File: src/rtl/pfb_pkg.sv
package pfb_pkg;

  // Strobes from the control side to the halfword datapath.
  typedef struct packed {
    logic flush;         // clear queue, load new head address
    logic push;          // accept the returned word this cycle
    logic pushHighOnly;  // keep only bits [31:16] of the word
  } pfbStrobe_t;

  localparam logic [4:0] WIDE_MIN = 5'b11101;

  // Length detect on the first halfword of an instruction.
  function automatic logic isWide(input logic [15:0] hw);
    return hw[15:11] >= WIDE_MIN;
  endfunction

endpackage

File: src/rtl/pfb_ctrl.sv
module pfb_ctrl
  import pfb_pkg::*;
#(
  parameter int ADDR_W = 32,
  parameter int DEPTH_WORDS = 3,
  parameter logic [ADDR_W-1:0] BOOT_ADDR = '0,
  localparam int HW_SLOTS = 2 * DEPTH_WORDS,
  localparam int CNT_W = $clog2(HW_SLOTS + 1)
) (
  input  logic              clk,
  input  logic              rstN,
  input  logic              flushIn,
  input  logic [ADDR_W-2:0] flushHw,
  input  logic              fetchValid,
  input  logic [CNT_W-1:0]  hwCount,
  output logic              fetchReq,
  output logic [ADDR_W-1:0] fetchAddr,
  output pfbStrobe_t        strb
);

  localparam int WP_W  = ADDR_W - 2;
  localparam int SUM_W = CNT_W + 2;

  logic [WP_W-1:0]  wordPtr;
  logic             skipLow;
  logic [CNT_W-1:0] inFlight;
  logic [CNT_W-1:0] staleCnt;
  logic [CNT_W-1:0] liveCnt;
  logic [SUM_W-1:0] needSlots;
  logic             accept;

  assign liveCnt   = inFlight - staleCnt;
  // Halfword slots taken now, plus two for each live request, plus two for
  // the request under consideration.
  assign needSlots = SUM_W'(hwCount) + (SUM_W'(liveCnt) << 1) + SUM_W'(2);
  assign fetchReq  = !flushIn && (needSlots <= SUM_W'(HW_SLOTS));
  assign fetchAddr = {wordPtr, 2'b00};
  assign accept    = fetchValid && (staleCnt == '0) && !flushIn;

  always_comb begin
    strb.flush        = flushIn;
    strb.push         = accept;
    strb.pushHighOnly = skipLow;
  end

  always_ff @(posedge clk or negedge rstN) begin
    if (!rstN) begin
      wordPtr  <= BOOT_ADDR[ADDR_W-1:2];
      skipLow  <= BOOT_ADDR[1];
      inFlight <= '0;
      staleCnt <= '0;
    end else if (flushIn) begin
      wordPtr  <= flushHw[ADDR_W-2:1];
      skipLow  <= flushHw[0];
      inFlight <= inFlight - CNT_W'(fetchValid);
      staleCnt <= inFlight - CNT_W'(fetchValid);
    end else begin
      if (fetchReq) wordPtr <= wordPtr + WP_W'(1);
      if (accept) skipLow <= 1'b0;
      inFlight <= inFlight + CNT_W'(fetchReq) - CNT_W'(fetchValid);
      if (fetchValid && (staleCnt != '0)) staleCnt <= staleCnt - CNT_W'(1);
    end
  end

endmodule

File: src/rtl/pfb_datapath.sv
module pfb_datapath
  import pfb_pkg::*;
#(
  parameter int ADDR_W = 32,
  parameter int DEPTH_WORDS = 3,
  parameter logic [ADDR_W-1:0] BOOT_ADDR = '0,
  localparam int HW_SLOTS = 2 * DEPTH_WORDS,
  localparam int CNT_W = $clog2(HW_SLOTS + 1)
) (
  input  logic              clk,
  input  logic              rstN,
  input  pfbStrobe_t        strb,
  input  logic [ADDR_W-1:0] flushAddr,
  input  logic [31:0]       fetchData,
  input  logic              instReady,
  output logic [CNT_W-1:0]  hwCount,
  output logic              instValid,
  output logic              instIs32,
  output logic [31:0]       instData,
  output logic [ADDR_W-1:0] instAddr
);

  logic [15:0]       slotQ [HW_SLOTS];
  logic [15:0]       slotN [HW_SLOTS];
  logic [ADDR_W-1:0] headAddr;
  logic              wide;
  logic              enough;
  logic              fire;
  logic [CNT_W-1:0]  popN;
  logic [CNT_W-1:0]  baseIdx;
  logic [CNT_W-1:0]  countN;

  assign wide      = isWide(slotQ[0]);
  assign enough    = wide ? (hwCount >= CNT_W'(2)) : (hwCount >= CNT_W'(1));
  assign instValid = enough && !strb.flush;
  assign instIs32  = wide;
  assign instData  = wide ? {slotQ[0], slotQ[1]} : {16'h0000, slotQ[0]};
  assign instAddr  = headAddr;

  assign fire    = instValid && instReady;
  assign popN    = fire ? (wide ? CNT_W'(2) : CNT_W'(1)) : '0;
  assign baseIdx = hwCount - popN;

  always_comb begin
    for (int i = 0; i < HW_SLOTS; i++) begin
      slotN[i] = '0;
      for (int j = 0; j < HW_SLOTS; j++) begin
        if (j == i + int'(popN)) slotN[i] = slotQ[j];
      end
      if (strb.push) begin
        if (strb.pushHighOnly) begin
          if (i == int'(baseIdx)) slotN[i] = fetchData[31:16];
        end else begin
          if (i == int'(baseIdx)) slotN[i] = fetchData[15:0];
          if (i == int'(baseIdx) + 1) slotN[i] = fetchData[31:16];
        end
      end
    end
    countN = baseIdx;
    if (strb.push) countN = baseIdx + (strb.pushHighOnly ? CNT_W'(1) : CNT_W'(2));
  end

  always_ff @(posedge clk or negedge rstN) begin
    if (!rstN) begin
      for (int i = 0; i < HW_SLOTS; i++) slotQ[i] <= '0;
      hwCount  <= '0;
      headAddr <= BOOT_ADDR;
    end else if (strb.flush) begin
      hwCount  <= '0;
      headAddr <= flushAddr;
    end else begin
      for (int i = 0; i < HW_SLOTS; i++) slotQ[i] <= slotN[i];
      hwCount <= countN;
      if (fire) headAddr <= headAddr + (wide ? ADDR_W'(4) : ADDR_W'(2));
    end
  end

endmodule

File: src/rtl/hw_prefetch_buf.sv
module hw_prefetch_buf
  import pfb_pkg::*;
#(
  parameter int ADDR_W = 32,
  parameter int DEPTH_WORDS = 3,
  parameter logic [ADDR_W-1:0] BOOT_ADDR = '0,
  localparam int HW_SLOTS = 2 * DEPTH_WORDS,
  localparam int CNT_W = $clog2(HW_SLOTS + 1)
) (
  input  logic              clk,
  input  logic              rstN,
  output logic              fetchReq,
  output logic [ADDR_W-1:0] fetchAddr,
  input  logic              fetchValid,
  input  logic [31:0]       fetchData,
  input  logic              flushIn,
  input  logic [ADDR_W-1:0] flushAddr,
  output logic              instValid,
  output logic              instIs32,
  output logic [31:0]       instData,
  output logic [ADDR_W-1:0] instAddr,
  input  logic              instReady
);

  pfbStrobe_t       strb;
  logic [CNT_W-1:0] hwCount;

  pfb_ctrl #(
    .ADDR_W(ADDR_W), .DEPTH_WORDS(DEPTH_WORDS), .BOOT_ADDR(BOOT_ADDR)
  ) u_ctrl (
    .clk(clk), .rstN(rstN), .flushIn(flushIn),
    .flushHw(flushAddr[ADDR_W-1:1]), .fetchValid(fetchValid),
    .hwCount(hwCount), .fetchReq(fetchReq), .fetchAddr(fetchAddr),
    .strb(strb)
  );

  pfb_datapath #(
    .ADDR_W(ADDR_W), .DEPTH_WORDS(DEPTH_WORDS), .BOOT_ADDR(BOOT_ADDR)
  ) u_data (
    .clk(clk), .rstN(rstN), .strb(strb), .flushAddr(flushAddr),
    .fetchData(fetchData), .instReady(instReady), .hwCount(hwCount),
    .instValid(instValid), .instIs32(instIs32), .instData(instData),
    .instAddr(instAddr)
  );

endmodule

File: config.mk
export PLATFORM = sky130hd
export DESIGN_NAME = hw_prefetch_buf
export DESIGN_NICKNAME = d
export VERILOG_FILES = /design/src/rtl/pfb_pkg.sv /design/src/rtl/pfb_ctrl.sv /design/src/rtl/pfb_datapath.sv /design/src/rtl/hw_prefetch_buf.sv
export SDC_FILE = /design/constraint.sdc
export NUM_CORES = 1
export LEC_CHECK = 0
export BUFFER_PORTS_ARGS = -buffer_cell sky130_fd_sc_hd__buf_2
export CAP_MARGIN = 40
export CORE_MARGIN = 8
export CORE_UTILIZATION = 45
export DETAILED_ROUTE_END_ITERATION = 8
export SLEW_MARGIN = 20
export SYNTH_ARGS = -nofsm -noshare
export SYNTH_HDL_FRONTEND = slang
export SYNTH_HIERARCHICAL = 1
export SYNTH_SLANG_ARGS = --single-unit
File: constraint.sdc
create_clock -name clk -period 6.35 [get_ports clk]
set_input_delay 0.3175 -clock clk [delete_from_list [all_inputs] [get_ports clk]]
set_output_delay 0.3175 -clock clk [all_outputs]
set_load 0.01 [all_outputs]
Word level (Yosys, flattened, before mapping)
Index checks and enable logic that the tools add are counted.

operators by class
  equal/unequal tests = 40
  $mul = 0
  divide/modulo/power cells = 0
  reductions and logical operators = 21
  bitwise gates (word level) = 0
  magnitude comparators = 4
  shift-type cells = 0
  multiplexer cells = 83
  add/sub/neg operators = 17

operators by type and width
  kind                                                                    number
  16-bit 2-to-1 mux                                                       66
  3-bit by 32-bit == test with 1-bit output (first input constant)        12
  4-bit by 32-bit == test with 1-bit output (first input constant)        12
  32-bit logical NOT                                                      7
  2-bit by 32-bit == test with 1-bit output (first input constant)        6
  32-bit 2-to-1 mux                                                       3
  30-bit 2-to-1 mux                                                       2
  32-bit adder                                                            1
  30-bit by 1-bit adder with 30-bit output (second input constant)        1
  3-bit == test (first input constant)                                    8
  3-bit 2-to-1 mux                                                        7
  2-bit by 3-bit adder with 4-bit output (first input constant)           2
  3-bit by 3-bit adder with 4-bit output (first input constant)           2
  2-bit nonzero test                                                      4
  2-bit by 3-bit == test with 1-bit output (first input constant)         2
  1-bit logical AND                                                       6
  3-bit logical NOT                                                       2
  3-bit by 1-bit subtractor with 3-bit output                             2
  3-bit subtractor                                                        2
  3-bit by 4-bit adder with 5-bit output                                  1
  5-bit by 2-bit adder with 5-bit output (second input constant)          1
  5-bit >= comparator (second input constant)                             1
  5-bit by 3-bit <= comparator with 1-bit output (second input constant)  1
  1-bit by 3-bit adder with 4-bit output (first input constant)           1
  10 further kinds                                                        13

word-level totals
  word-level logic and storage cells = 177
  memory bits (writable) = 0
  bits in latches = 0
  register bits = 168
  output and inout bits = 99
  memory bits (read-only) = 0
  bits of input ports = 69
  memories = 0

Depth between registers and ports, before layout
Gate-level depths: netlist (run 1).

  word-level depth = 17
  depth in mapped cells = 19
  depth with buffers taken out = 14

Modules after synthesis
Netlist (run 1), hierarchy kept.

by module, submodules not included
  module        sequential area each (um2)  times used  area each (um2)  cells an instance
  pfb_datapath  3278.1                      1           9974.6           1290
  pfb_ctrl      925.9                       1           2339.7           252

Least setup slack after synthesis (run 1)
Ideal clock, no wire load.

  path kind = reg-to-reg
  start point = reg u_data/slotQ[92] in the netlist's numbering
  end point = reg u_data/slotQ[27] in the netlist's numbering
  arrival = 4.453 ns
  buffers on the path = 7
  period minus slack after synthesis = 4.579 ns
  path slack = 1.771 ns
  stages on the path, launching flop included = 20
  required time = 6.224 ns
  setup time = 0.126 ns
  path through = dfrtp_1 > o2111ai_1 > inv_2 > buf_2 > clkbuf_1 > clkbuf_1 > nand2_1 > fa_1 > xnor2_2 > inv_2 > buf_4 > buf_2 > ha_1 > buf_2 > nor2_1 > nand4b_1 > clkbuf_1 > o21ai_0 > a21oi_1 > a221o_1

between the ends
  longest elaborated chain between the ends = 17
  elaborated cells on any way between the ends = 28
  those cells by class = 3 x add/sub; 1 x order compare; 7 x eq/ne; 14 x mux; 3 x reduce/logical

ends and longest elaborated chain
  element                                 RTL line               RTL
  from (decl)                             pfb_datapath.sv:23     logic [15:0] slotQ [HW_SLOTS];
  5-bit >= comparator *                   pfb_pkg.sv:14          return hw[15:11] >= WIDE_MIN;
  net instIs32                            hw_prefetch_buf.sv:19  output logic instIs32,
  1-bit 2-to-1 mux                        pfb_datapath.sv:34     assign enough = wide ? (hwCount >= CNT_W'(2)) : (hwCount >= CNT_W'(1));
  1-bit logical AND                       pfb_datapath.sv:35     assign instValid = enough && !strb.flush;
  1-bit logical AND                       pfb_datapath.sv:40     assign fire = instValid && instReady;
  3-bit 2-to-1 mux *                      pfb_datapath.sv:41     assign popN = fire ? (wide ? CNT_W'(2) : CNT_W'(1)) : '0;
  3-bit by 3-bit adder with 4-bit output  pfb_datapath.sv:48     if (j == i + int'(popN)) slotN[i] = slotQ[j];
  32-bit logical NOT                      pfb_datapath.sv:48
  16-bit 2-to-1 mux (6 in a row)          pfb_datapath.sv:48
  16-bit 2-to-1 mux                       pfb_datapath.sv:54     if (i == int'(baseIdx)) slotN[i] = fetchData[15:0];
  16-bit 2-to-1 mux                       pfb_datapath.sv:55     if (i == int'(baseIdx) + 1) slotN[i] = fetchData[31:16];
  16-bit 2-to-1 mux                       pfb_datapath.sv:51     if (strb.pushHighOnly) begin
  16-bit 2-to-1 mux *                     pfb_datapath.sv:50     if (strb.push) begin

The timed path passes the listed nets; every way through them passes the cells marked *.
A chain may end at the register's enable or synchronous reset.

Final worst setup path (run 1)
  start point = reg u_data/slotQ[92] in the netlist's numbering
  end point = reg u_data/slotQ[19] in the netlist's numbering

between the ends
  longest elaborated chain between the ends = 17
  elaborated cells on any way between the ends = 28
  those cells by class = 3 x add/sub; 1 x order compare; 7 x eq/ne; 14 x mux; 3 x reduce/logical

ends and longest elaborated chain
  element                                 RTL line
  5-bit >= comparator *                   pfb_pkg.sv:14
  1-bit 2-to-1 mux                        pfb_datapath.sv:34
  1-bit logical AND                       pfb_datapath.sv:35
  1-bit logical AND                       pfb_datapath.sv:40
  3-bit 2-to-1 mux *                      pfb_datapath.sv:41
  3-bit by 3-bit adder with 4-bit output  pfb_datapath.sv:48
  32-bit logical NOT                      pfb_datapath.sv:48
  16-bit 2-to-1 mux (6 in a row)          pfb_datapath.sv:48
  16-bit 2-to-1 mux                       pfb_datapath.sv:54
  16-bit 2-to-1 mux                       pfb_datapath.sv:55
  16-bit 2-to-1 mux                       pfb_datapath.sv:51
  16-bit 2-to-1 mux *                     pfb_datapath.sv:50

Mark *: on every way between the ends. The rest lies on a longest branch, timed or not.

==> summary.md, run 1 <==
| Metric | Value |
|---|---|
| WP depth | 17 |
| Routed WL | 43,600 um |
| Core footprint | 0.0270 mm2 |
| Cell Chain, Critical Path | o2111ai_4, inv_2, buf_4, a211oi_4, nand2_1, fa_1, xnor2_2, buf_4, inv_2, ha_1, nor2_1, nand4b_1, buf_6, o21ai_1, clkbuf_4, a22o_1, a221o_1 |
| Fin Hold WS | 0.103 ns |
| First-pass GRT wire length | 69,700 um |
| Post-CTS sizing | 0 |
| CTS Hold Buffers Added | 1 |
| H-Tree Depth | 4 |
| Crit path from | u_data/slotQ[92] |
| Hold path depth | 3 |
| Max VDD drop | 0.211 mV |
| DRT Pass-1 Iters | 5 |
| Most used DFF post-synth | dfrtp_1 |
| Hold EP | u_ctrl/wordPtr[16] |
| Compound-gate portion of the synthesized area | a little over a quarter |
| Syn Inst Count | 1,542 |
| Worst EP arrival | 5.39 ns |
| Sequential power share | a little under a third |
| Synth-to-Final Area Change | 14.2% |
| Commonest non-fill, non-tap cell in the layout | nand2_1 |
| CP top delay family | buffers and inverters |
| Antenna violations before repair | 0 |
| EDFF count, synth | 0 |
| Final setup vio count | 0 |
| Detail Placement HPWL | 29,700 um |
| Pwr/cell area | 389 mW/mm2 |
| Port Buffers | 165 |
| Ys Warns | 6 |
| Internal | between 2 and 3 mW |
| Crit-path max FO | 35 |
| Final Hold Vio Count | 0 |
| Worst-margin pin slew | approximately 0.95 ns |
| Total number of vias | 12,713 |
| I/O pin total | 168 |
| Final nets | roughly 1,700 |
| Main combinational cell family by area after synthesis | compound AO/OA/AOI/OAI gates |
| Clock slew at reported path FFs | approximately 0.08 ns |
| Post-synth ARST share | 100% |
| Final instance area | 0.0141 mm2 |
| Crit end category | flip-flop |
| WL per Instance | approximately 22 um |
| Placed cells | between 1,500 and 2,000 |
| Logic pwr share | around 50% |
| Reg2reg start | u_data/slotQ[92] |
| Initial Util | between 40% and 50% |
| Reg2Reg Depth | 17 |
| Worst r2r dst | u_data/slotQ[19] |
| Status | finished clean |
| Max Cap Viol | 0 |
| Final min period | 5.03 ns |
| Antenna Violating Nets Remaining | 0 |
| Crit path launch type | flip-flop |
| Worst Path Class, Setup | reg2reg |
| Core Util, Final | 52.2% |
| Root Buffer | clkbuf_16 |
| Setup_tns | 0 ns |
| Worst hold path type | in2reg |
| Worst min-delay path startpoint | flushAddr[18] |
| Num rows | 60 |
| Postcts setup bufs | 0 |
| GRT Total Usage | 25.9% |
| Critical Path RT | 6.72 ns |
| Die Width | 181 um |
| Total CTS buffers | 17 |
| Clock latency on the worst-skew pair | 0.44 ns |
| Pleak | slightly below 6 nW |
| Adder-cell share of the synthesized area | 2.60% |
| Mapped cell area | 0.0123 mm2 |
| Buf/Inv on CP | 6 |
| GRT overflow | 0 |
| Initial DRC Count | between 1,500 and 2,000 |
| Register area share after synthesis | 34.1% |
| Die H | 181 um |
| Simple-gate share of the synthesized area | 25.0% |
| Multiplexer share of the synthesized area | under 10% |
| Clock Path Buffers | 2 |
| Vias in the first global route | 12,506 |
| RSZ-0062 raised after global routing | false |
| Largest net degree at the start of global routing | 82 |
| Max Slew Vio Count | 0 |
| R2R Setup Slk | 1.32 ns |
| Ant diodes | 0 |
| DP Area | 0.0133 mm2 |
| Crit share post-route | 79.2% |
| Clock power frac | 19.4% |
| Fmax | 199 MHz |
| CP peak stage delay | around 0.50 ns |
| Switching pwr | between 2 and 3 mW |
| Max_slew headroom | 36.7% |
| GPL Wtd Cong | 0.865 |
| Switching Share | 46.2% |
| Critical-path top delay cell | dfrtp_1 |
| Worst clock skew | between 0.015 and 0.02 ns |
| Most frequent cells in the layout | nand2_1 (272), dfrtp_1 (167), buf_2 (164), o21ai_0 (127), a21oi_1 (75) |
| Synthesized flop and latch total | between 150 and 200 |
| CTS Sinks | 168 |
| Count of different cell masters after synthesis | 78 |
| Final Non-Filler Cells | 1,985 |
| Synthesized area per cell | 7.99 um2 |
| TritonCTS clock tree | yes |
| Die area | 0.0329 mm2 |
| Xor/xnor cell area share of the yosys netlist | 3.76% |
| Vias per cell | 6.40 |
| Residual DRC | 0 |
| Fraction of layout cells with a size suffix above 1 | approximately 17% |
-- cells in the mapped netlist (all sizes together), types with 4 or more instances --
| cell type | n | area share [%] |
|---|---|---|
| nand2 | 272 | 8.3 |
| dfrtp | 168 | 34 |
| o21ai | 137 | 5.6 |
| clkbuf | 85 | 2.6 |
| a21oi | 75 | 3.0 |
| nand3 | 72 | 2.9 |
| a22oi | 67 | 4.1 |
| nand4 | 65 | 3.4 |
| buf | 56 | 2.4 |
| inv | 54 | 1.6 |
| nor2 | 44 | 1.4 |
| nor3 | 38 | 1.9 |
| xor2 | 33 | 2.3 |
| a221o | 32 | 2.6 |
| a21o | 31 | 1.9 |
| and2 | 31 | 1.6 |
| o221ai | 26 | 1.8 |
| nor4 | 19 | 1.4 |
| xnor2 | 19 | 1.4 |
| a22o | 17 | 1.2 |
| ha | 16 | 1.6 |
| nand2b | 15 | 0.76 |
| o2111ai | 13 | 0.92 |
| o211ai | 12 | 0.73 |
| or3 | 12 | 0.61 |
| nor2b | 11 | 0.56 |
| o31a | 10 | 0.71 |
| a211oi | 9 | 0.65 |
| a31oi | 9 | 0.46 |
| a221oi | 7 | 0.50 |
| and3 | 7 | 0.36 |
| and4 | 7 | 0.51 |
| fa | 6 | 0.98 |
| mux2 | 6 | 0.55 |
| mux2i | 6 | 0.49 |
| o311ai | 5 | 0.36 |
| a211o | 4 | 0.28 |
| a32oi | 4 | 0.28 |
| o211a | 4 | 0.33 |
-- area by class of cell --
type	count	area (um2)
sequential	168	4210
fill	2558	12900
tap	341	427
clock buffer	17	425
timing repair buffer	210	1280
clock inverter	15	151
multi-input combinational	1179	7360
inverter	55	206
-- stage by stage --
stage | total power, mW | setup slack (ns)
final | 5.46 | 1.32
after global routing | 5.86 | 1.08
after CTS | 5.42 | 0.764
after detailed placement | 4.35 | 0.795
after global placement | 4.29 | 1.05
after floorplan | 3.52 | 1.77
-- worst min-delay path, cell delays in order --
cell and delay [ns]:
buf_2 0.09, nand2_1 0.04, o21ai_0 0.06
-- logic make-up (layout without fill, tap and decap cells) --
kind of cell,count (synthesis),after routing
adder cells (fa/ha/maj),22,22
flip-flops,168,168
XOR/XNOR,52,52
other,1,2
multiplexers,12,12
AND/OR/NAND/NOR,611,611
buffers and inverters,196,297
AO/OA/AOI/OAI,480,480
-- registers in the layout (all words and copies together) (netlist names) --
register,count
u_data/slotQ,96
u_data/instAddr,32
u_ctrl/inFlight,3
u_ctrl/staleCnt,3
u_ctrl/wordPtr,30
u_data/hwCount,3
u_ctrl/skipLow,1
-- power by group through the flow --
stage	Sequential, mW	Combinational, mW	Clock [mW]
finish	1.68	2.72	1.06
floorplan	1.61	1.91	0
detailed placement	1.69	2.66	0
CTS	1.67	2.67	1.08
global route	1.72	3.02	1.12
global placement	1.68	2.61	0
-- layer usage --
layer | part of all wire (%) | up-vias | track usage (%)
li1 | - | 5836 | -
met3 | 7.2 | 91 | 4.15
met5 | 0 | - | 0
met4 | 2.6 | 0 | 9.58
met1 | 43 | 6192 | 33.9
met2 | 47 | 594 | 42.6
-- how the worst max path moves through the flow --
stage,end
after floorplan,u_data/slotQ[27]
after global placement,u_data/slotQ[20]
after detailed placement,u_data/slotQ[19]
after CTS,u_data/slotQ[19]
after global routing,u_data/slotQ[19]
final,u_data/slotQ[19]
Power figures use the tool's default switching activity.
==> inputs of run 2 (changes only) <==
==> constraint.sdc (replaced) <==
create_clock -name clk -period 5.1 [get_ports clk]
set_input_delay 0.255 -clock clk [delete_from_list [all_inputs] [get_ports clk]]
set_output_delay 0.255 -clock clk [all_outputs]
set_load 0.01 [all_outputs]
==> run 2 against run 1 <==
Compared with the run above:
- sequential power is 24% higher
- sequential cell count stayed put
- wire length is 0.26% higher
- cell count hardly changed
- clock power is 35% higher
- largest power group unchanged
- critical path depth is 2 lower
- register-to-register slack worse by 0.70 ns
- worst hold slack worse by 0.068 ns
- sequential share of layout area hardly changed
- non-clock buffer count is 1 lower
==> summary.md, run 2 (synthesis results as in run 1) <==
| Metric | Value |
|---|---|
| Routed WL | 43,700 um (was 43,600 um) |
| Final min period | 4.48 ns (was 5.03 ns) |
| Synth-to-Final Area Change | 14.2% (about the same) |
| CTS Hold Buffers Added | 1 (unchanged) |
| Initial Util | 45.7% (unchanged) |
| Worst min-delay path startpoint | flushAddr[20] (was flushAddr[18]) |
| Final nets | 1,721 (was 1,722) |
| Max Slew Vio Count | 0 (unchanged) |
| CTS Sinks | 168 (unchanged) |
| WL per Instance | 22.0 um (was 21.9 um) |
| R2R Setup Slk | 0.62 ns (was 1.32 ns) |
| Reg2reg start | u_data/slotQ[91] (was u_data/slotQ[92]) |
| Total number of vias | 12,831 (was 12,713) |
| Core footprint | 0.0270 mm2 (unchanged) |
| H-Tree Depth | 4 (unchanged) |
| First-pass GRT wire length | 69,300 um (was 69,700 um) |
| Status | finished clean (unchanged) |
| Residual DRC | 0 (unchanged) |
| Clock Path Buffers | 2 (unchanged) |
| Antenna violations before repair | 2 (was 0) |
| DRT Pass-1 Iters | 6 (was 5) |
| Worst r2r dst | u_data/slotQ[22] (was u_data/slotQ[19]) |
| Worst EP arrival | 4.85 ns (was 5.39 ns) |
| Die area | 0.0329 mm2 (unchanged) |
| Die Width | 181 um (unchanged) |
| Detail Placement HPWL | 29,800 um (was 29,700 um) |
| Crit share post-route | 87.8% (was 79.2%) |
| Port Buffers | 165 (unchanged) |
| CP peak stage delay | 0.52 ns (was 0.50 ns) |
| Hold EP | u_ctrl/wordPtr[18] (was u_ctrl/wordPtr[16]) |
| Crit-path max FO | 17 (was 35) |
| Largest net degree at the start of global routing | 88 (was 82) |
| Clock slew at reported path FFs | 0.08 ns (about the same) |
| Pleak | 5.87 nW (about the same) |
| Max VDD drop | 0.239 mV (was 0.211 mV) |
| GRT Total Usage | 25.7% (was 25.9%) |
| Reg with most FFs | u_data/slotQ (unchanged) |
| Root Buffer | clkbuf_16 (unchanged) |
| Vias per cell | 6.46 (was 6.40) |
| Hold path depth | 3 (unchanged) |
| Final Hold Vio Count | 0 (unchanged) |
| Max_slew headroom | 41.9% (was 36.7%) |
| Clock latency on the worst-skew pair | 0.44 ns (about the same) |
| Fmax | 223 MHz (was 199 MHz) |
| Fraction of layout cells with a size suffix above 1 | 17.2% (was 17.3%) |
| Critical-path top delay cell | nor2_1 (was dfrtp_1) |
| Antenna Violating Nets Remaining | 0 (unchanged) |
| GRT overflow | 0 (unchanged) |
| Setup_tns | 0 ns (unchanged) |
| Final setup vio count | 0 (unchanged) |
| Total CTS buffers | 17 (unchanged) |
| Pwr/cell area | 491 mW/mm2 (was 389 mW/mm2) |
| GPL Wtd Cong | 0.888 (was 0.865) |
| Num rows | 60 (unchanged) |
| I/O pin total | 168 (unchanged) |
| Crit path launch type | flip-flop (unchanged) |
| Pwr Total | 6.91 mW (was 5.46 mW) |
| Commonest non-fill, non-tap cell in the layout | nand2_1 (unchanged) |
| TritonCTS clock tree | yes (unchanged) |
| Crit end category | flip-flop (unchanged) |
| Post-CTS sizing | 0 (unchanged) |
| Worst-margin pin slew | 0.866 ns (was 0.949 ns) |
| Reg2Reg Depth | 15 (was 17) |
| Most frequent cells in the layout | nand2_1 (272), dfrtp_1 (167), buf_2 (164), o21ai_0 (127), a21oi_1 (75) (unchanged) |
| Max Cap Viol | 0 (unchanged) |
| Postcts setup bufs | 0 (unchanged) |
| RSZ-0062 raised after global routing | false (unchanged) |
| Worst hold path type | in2reg (unchanged) |
| Worst Path Class, Setup | reg2reg (unchanged) |
| Max reg flops | 96 (unchanged) |
| Vias in the first global route | 12,639 (was 12,506) |
| Critical Path RT | 5.47 ns (was 6.72 ns) |
| Initial DRC Count | 1,229 (was 1,531) |
| Die H | 181 um (unchanged) |
| Worst clock skew | 0.0110 ns (was 0.0187 ns) |
| Cell Chain, Critical Path | o2111ai_4, inv_2, nor3_2, ha_1, inv_1, fa_1, inv_1, nor2_1, ha_1, nor2_1, nand4b_1, buf_4, o21ai_1, a22o_1, a221o_1 (was o2111ai_4, inv_2, buf_4, a211oi_4, nand2_1, fa_1, xnor2_2, buf_4, inv_2, ha_1, nor2_1, nand4b_1, buf_6, o21ai_1, clkbuf_4, a22o_1, a221o_1) |
==> run 2: final cells by class <==
cell class              count  area [um2]
repair buffers            209        1250
fillers                  2643       12900
clock buffers              18         439
flip-flops and latches    168        4210
multi-input cells        1179        7350
diodes                      2        5.00
well taps                 341         427
clock inverters            14         181
inverters                  55         206
==> run 2: worst max path at each step <==
stage / to / slack (ns) / cells past startpoint / from
floorplan: u_data/slotQ[27] / 0.52 / 19 / u_data/slotQ[92]
CTS: u_data/slotQ[21] / 0.73 / 15 / u_data/slotQ[92]
global route: u_data/slotQ[27] / 0.43 / 15 / u_data/slotQ[91]
finish: u_data/slotQ[22] / 0.62 / 15 / u_data/slotQ[91]
global placement: u_data/slotQ[81] / 0.89 / 14 / u_data/slotQ[91]
detailed placement: u_data/slotQ[28] / 0.75 / 15 / u_data/slotQ[92]
==> run 2: worst max-delay path: cells and delay by family (launching register included) <==
| kind | cells | cell delay [ns] |
|---|---|---|
| buffers and inverters | 4 | 0.65 |
| AO/OA/AOI/OAI | 4 | 1.20 |
| flip-flops | 1 | 0.50 |
| adder cells (fa/ha/maj) | 3 | 1.08 |
| AND/OR/NAND/NOR | 4 | 0.99 |
==> run 2: metal layers <==
metal	vias up	part of all wire, %	GRT usage (%)
met3	113	6.7	3.99
met1	6294	43	33.7
met5	-	0.023	0
li1	5852	-	-
met2	570	47	42.0
met4	2	3.2	10.7
==> run 2: power breakdown <==
group	total, mW	switching, mW	leakage (nW)	internal (mW)
registers	2.08	0.371	1.94	1.71
clock network	1.43	0.663	0.296	0.763
logic	3.40	2.10	3.63	1.30
total	6.91	3.13	5.87	3.77
==> run 2: per-stage QoR <==
stage	cell area [um2]	utilization (%)	hold WS, ns	setup slack, ns	instances
after detailed placement	13400	49.6	0.394	0.748	1947
after global placement	13300	49.3	0.384	0.891	1943
after floorplan	12300	-	-0.0406	0.521	1543
after CTS	14000	52.0	0.0184	0.726	1980
after global routing	14100	52.2	0.0315	0.427	1985
final	14100	52.2	0.0348	0.620	1986
